**src/rtl/ibp_pkg.sv**
```systemverilog
package ibp_pkg;
    typedef enum logic [1:0] {
        PS_IDLE  = 2'd0,
        PS_WAIT  = 2'd1,
        PS_FLUSH = 2'd2,
        PS_REDIR = 2'd3
    } purge_state_e;
endpackage

```
**src/rtl/ibp_store_tracker.sv**
```systemverilog
module ibp_store_tracker #(
    parameter int CNT_W = 4
) (
    input  logic             clk,
    input  logic             rst_n,
    input  logic             store_issue,
    input  logic             snoop_done,
    output logic [CNT_W-1:0] cnt_o,
    output logic             drained_o
);
    localparam logic [CNT_W-1:0] CNT_ONE = CNT_W'(1);
    localparam logic [CNT_W-1:0] CNT_MAX = '1;

    typedef struct packed {
        logic [CNT_W-1:0] cnt;
    } trk_t;

    trk_t trk_d, trk_q;

    always_comb begin
        trk_d = trk_q;
        if (store_issue && !snoop_done && trk_q.cnt != CNT_MAX)
            trk_d.cnt = trk_q.cnt + CNT_ONE;
        else if (snoop_done && !store_issue && trk_q.cnt != '0)
            trk_d.cnt = trk_q.cnt - CNT_ONE;
    end

    always_ff @(posedge clk) begin
        if (!rst_n) trk_q <= '0;
        else        trk_q <= trk_d;
    end

    assign cnt_o     = trk_q.cnt;
    assign drained_o = (trk_d.cnt == '0);
endmodule

```
**src/rtl/ibp_seq_fsm.sv**
```systemverilog
module ibp_seq_fsm
    import ibp_pkg::*;
(
    input  logic clk,
    input  logic rst_n,
    input  logic purge_req,
    input  logic drained,
    output logic accept_o,
    output logic busy_o,
    output logic flush_o,
    output logic redir_o
);
    typedef struct packed {
        purge_state_e st;
    } fsm_t;

    fsm_t fsm_d, fsm_q;

    always_comb begin
        fsm_d    = fsm_q;
        accept_o = 1'b0;
        unique case (fsm_q.st)
            PS_IDLE: begin
                if (purge_req) begin
                    accept_o  = 1'b1;
                    fsm_d.st  = drained ? PS_FLUSH : PS_WAIT;
                end
            end
            PS_WAIT:  if (drained) fsm_d.st = PS_FLUSH;
            PS_FLUSH: fsm_d.st = PS_REDIR;
            PS_REDIR: fsm_d.st = PS_IDLE;
            default:  fsm_d.st = PS_IDLE;
        endcase
    end

    always_ff @(posedge clk) begin
        if (!rst_n) fsm_q.st <= PS_IDLE;
        else        fsm_q    <= fsm_d;
    end

    assign busy_o  = (fsm_q.st != PS_IDLE);
    assign flush_o = (fsm_q.st == PS_FLUSH);
    assign redir_o = (fsm_q.st == PS_REDIR);
endmodule

```
**src/rtl/ibp_target_reg.sv**
```systemverilog
module ibp_target_reg #(
    parameter int ADDR_W = 32,
    parameter int LEN_W  = 4
) (
    input  logic              clk,
    input  logic              rst_n,
    input  logic              load,
    input  logic [ADDR_W-1:0] pc,
    input  logic [LEN_W-1:0]  len,
    output logic [ADDR_W-1:0] tgt_o
);
    typedef struct packed {
        logic [ADDR_W-1:0] tgt;
    } tgt_t;

    tgt_t tgt_d, tgt_q;

    always_comb begin
        tgt_d = tgt_q;
        if (load) tgt_d.tgt = pc + {{(ADDR_W-LEN_W){1'b0}}, len};
    end

    always_ff @(posedge clk) begin
        if (!rst_n) tgt_q <= '0;
        else        tgt_q <= tgt_d;
    end

    assign tgt_o = tgt_q.tgt;
endmodule

```
**src/rtl/ibp_purge_ctrl.sv**
```systemverilog
module ibp_purge_ctrl #(
    parameter int ADDR_W = 32,
    parameter int LEN_W  = 4,
    parameter int CNT_W  = 4
) (
    input  logic              clk,
    input  logic              rst_n,
    input  logic              purge_req,
    input  logic [ADDR_W-1:0] purge_pc,
    input  logic [LEN_W-1:0]  purge_len,
    input  logic              store_issue,
    input  logic              snoop_done,
    output logic              busy,
    output logic              decode_stall,
    output logic              pq_flush,
    output logic              pipe_flush,
    output logic              redirect_valid,
    output logic [ADDR_W-1:0] redirect_pc
);
    logic [CNT_W-1:0] pend_cnt_q;
    logic             drained;
    logic             accept;
    logic             seq_busy;
    logic             seq_flush;
    logic             seq_redir;

    ibp_store_tracker #(.CNT_W(CNT_W)) u_trk (
        .clk         (clk),
        .rst_n       (rst_n),
        .store_issue (store_issue),
        .snoop_done  (snoop_done),
        .cnt_o       (pend_cnt_q),
        .drained_o   (drained)
    );

    ibp_seq_fsm u_fsm (
        .clk       (clk),
        .rst_n     (rst_n),
        .purge_req (purge_req),
        .drained   (drained),
        .accept_o  (accept),
        .busy_o    (seq_busy),
        .flush_o   (seq_flush),
        .redir_o   (seq_redir)
    );

    ibp_target_reg #(.ADDR_W(ADDR_W), .LEN_W(LEN_W)) u_tgt (
        .clk   (clk),
        .rst_n (rst_n),
        .load  (accept),
        .pc    (purge_pc),
        .len   (purge_len),
        .tgt_o (redirect_pc)
    );

    assign busy           = seq_busy;
    assign decode_stall   = seq_busy;
    assign pq_flush       = seq_flush;
    assign pipe_flush     = seq_flush;
    assign redirect_valid = seq_redir;
endmodule

```
**config.mk**
```make
export PLATFORM = sky130hd
export DESIGN_NAME = ibp_purge_ctrl
export DESIGN_NICKNAME = d
export VERILOG_FILES = /design/src/rtl/ibp_pkg.sv /design/src/rtl/ibp_store_tracker.sv /design/src/rtl/ibp_seq_fsm.sv /design/src/rtl/ibp_target_reg.sv /design/src/rtl/ibp_purge_ctrl.sv
export SDC_FILE = /design/constraint.sdc
export NUM_CORES = 1
export LEC_CHECK = 0
export ABC_AREA = 1
export BUFFER_PORTS_ARGS = -buffer_cell sky130_fd_sc_hd__buf_4
export CORE_UTILIZATION = 40
export DETAILED_ROUTE_END_ITERATION = 8
export GPL_TIMING_DRIVEN = 1
export PLACE_DENSITY = 0.68
export REMOVE_ABC_BUFFERS = 1
export SYNTH_ARGS = -nofsm -noshare
export SYNTH_HDL_FRONTEND = slang
export SYNTH_SLANG_ARGS = --single-unit
```
**constraint.sdc**
```tcl
create_clock -name clk -period 3.8 [get_ports clk]
set_input_delay 0.19 -clock clk [delete_from_list [all_inputs] [get_ports clk]]
set_output_delay 0.19 -clock clk [all_outputs]
set_load 0.02 [all_outputs]
```
==> impl_metrics.yaml <==
detailed_routing:
  route.vias.total: 2669
  wl_met3_um: 416
  routed.top_layer: "met4"
  totalWireLength_um: 6560
  drtPass1Iterations: 4
  wl_met1_um: 2960
  drc: 0
  viasPerCell: 4.85
  wire_per_inst_um: 11.9
  route.met2.wl_um: 3080
  route.antenna.remaining_nets: 0
  drt_iter0_markers: 107
clock_network:
  insertion_delay_ps: 290
  path_clk_slew_ps: 70
  clock_sinks: 38
  post_cts.repair.setup_buffers: 0
  postCtsResizedCells: 0
  cts_root_buffer: "clkbuf_8"
  ctsLongestPathBuffers: 2
  cts_tree: "built"
  htree_num_levels: 2
  cts_made_buffers: 5
  hold_buffers: 0
yosys:
  yosys-top-cells-area: "dfxtp_1, nand2_1, inv_1"
  yosysSeqAreaShare_pct: 29.0
  yosys.area.top_type: "dfxtp_1"
  synth_top_cell_area_share_pct: 29.0
  syn_area_sq_um: 2620
  yosys_register_bits: 38
  synth_cell_type_count: 36
  netlist_instances: 399
  yosys_warnings: 0
  syn_avg_cell_area_sq_um: 6.57
timing:
  period_share_pct: 51.1
  tightest_slew_ps: 725
  hold_ws_ps: 186
  finalSetupViolCount: 0
  rsz0062_at_grt: "no"
  clock_skew_ps: 3.80
  finalHoldViolations: 0
  timing.slew.headroom_pct: 51.6
  slew_viol_final: 0
  tns_ps: 0
  max_freq_ghz: 0.515
  fin_ws_ps: 1860
  period_minus_slack_ps: 1940
power_and_ir_drop:
  power.total_mw: 1.70
  p_leak_nw: 1.76
  ir_worst_vdd_mv: 0.259
  p_per_area_nw_per_um2: 513
worst_setup_path:
  critPathMaxFanout: 52
  cp.arrival_ps: 2130
  crit_path_end_kind: "flip-flop"
  crit_top_cell: "inv_1"
  crit_required_ps: 3990
  path_class: "reg2reg"
  crit_slowest_cell: "buf_4"
  worstSetupStartpointType: "flip-flop"
  critical-path-max-stage-delay_ps: 430
  cp_cell_sequence: "inv_1 -> ha_1 -> nand2_1 -> clkinv_1 -> buf_4 -> nand3_1 -> o211ai_1 -> inv_1"
global_routing:
  grt_max_degree: 53
  grt_pass1_vias: 2467
  grt_antenna_before_repair: 0
  overflow: 0
  globalRouteTotalUtil_pct: 19.5
  grt_pass1_wl_um: 11100
finish:
  areaGrowthSynthToFinish_pct: 26.6
  drive_above_1_share_pct: 23.0
  antennaDiodeCount: 0
  utilization_pct: 52.3
  nets: 526
place:
  dp_slack_ps: 1690
  post-dp-hpwl_um: 5100
  routabilityCongestion: 0.894
  port_buffers: 77
floorplanning:
  core.rowCount: 29
  initial_core_util_pct: 41.3
  die_y_um: 83.0
  die_area_sq_um: 6880
  core_area_sq_um: 6350
  ios: 78
  die_w_um: 83.0
worst_hold_path:
  worstHoldPathType: "in2reg"
flow_run:
  max_cap_violations: 0
outcome:
  run_status: "finished, final reports clean"
==> critical path, delay by kind of cell (launching register included) <==
family / cells / cell delay [ps]
flip-flops: 1 / 330
AO/OA/AOI/OAI: 1 / 120
buffers and inverters: 4 / 720
AND/OR/NAND/NOR: 2 / 480
adder cells (fa/ha/maj): 1 / 180
==> worst paths after layout <==
check	cells after the start	slack (ps)	startpoint	endpoint
max	8	1860	u_fsm.fsm_q[0]	u_tgt.tgt_o[21]
min	4	190	purge_pc[20]	u_tgt.tgt_o[20]
max reg2reg	8	1860	u_fsm.fsm_q[0]	u_tgt.tgt_o[21]
min reg2reg	2	490	u_tgt.tgt_o[0]	u_tgt.tgt_o[0]
==> metal layers <==
| metal | vias to the layer above | global-route usage [%] |
|---|---|---|
| met5 | - | 0 |
| met4 | 0 | 5.17 |
| met3 | 8 | 4.97 |
| met2 | 60 | 33.5 |
| met1 | 1193 | 24.2 |
| li1 | 1408 | - |
==> cells in the mapped netlist, drive strengths merged <==
library cell,count
o211ai,5
o21ai,28
and2,1
or2,4
nand3b,5
clkinv,1
nor4,6
clkbuf,8
buf,3
dfxtp,38
xnor2,2
nand2,88
inv,64
nor2,65
nand4,9
a31oi,1
ha,11
a21oi,12
fa,1
nand3,23
xor2,12
o221ai,2
nor3,10
==> power breakdown <==
group,internal [mW],switching [mW]
Combinational,0.344,0.526
Sequential,0.508,0.0627
Clock,0.126,0.137
Total,0.978,0.725
==> flip-flops by register name, summed over array words and instances (netlist names) <==
name	count
u_tgt.tgt_o	32
u_trk.cnt_o	4
u_fsm.fsm_q	2
==> through the flow <==
| step | instances | area (sq um) |
|---|---|---|
| global route | 550 | 3320 |
| global placement | 543 | 3240 |
| detailed placement | 543 | 3240 |
| finish | 550 | 3320 |
| CTS | 550 | 3320 |
| floorplan | 388 | 2560 |
==> layout make-up <==
cell class                      instances  area (sq um)
Fill cell                             647          3030
Inverter                               65           244
Clock buffer                            7          76.3
Sequential cell                        38           761
Multi-Input combinational cell        285          1560
Tap cell                               77          96.3
Timing Repair Buffer                   78           586
==> cells by family after synthesis <==
| kind of cell | Yosys count | share of synthesized area (%) |
|---|---|---|
| simple gates | 211 | 38.7 |
| compound gates | 48 | 9.97 |
| buf+inv | 76 | 11.6 |
| fa+ha+maj | 12 | 6.01 |
| flops | 38 | 29.0 |
| xor+xnor | 14 | 4.68 |
==> layout by cell type, fill, tap and decap left out, types with 3 or more instances in the layout <==
master and n:
a21oi_1 12, buf_4 78, clkbuf_8 5, dfxtp_1 38, ha_1 11, inv_1 63
nand2_1 79, nand2_2 6, nand2_4 3, nand3_1 20, nand3b_1 5, nand4_1 9
nor2_1 59, nor2_4 4, nor3_1 8, nor4_1 5, o211ai_1 5, o21ai_0 22
o21ai_1 6, or2_2 3, xor2_1 12
Note: power is estimated with default switching activity, not from simulation.
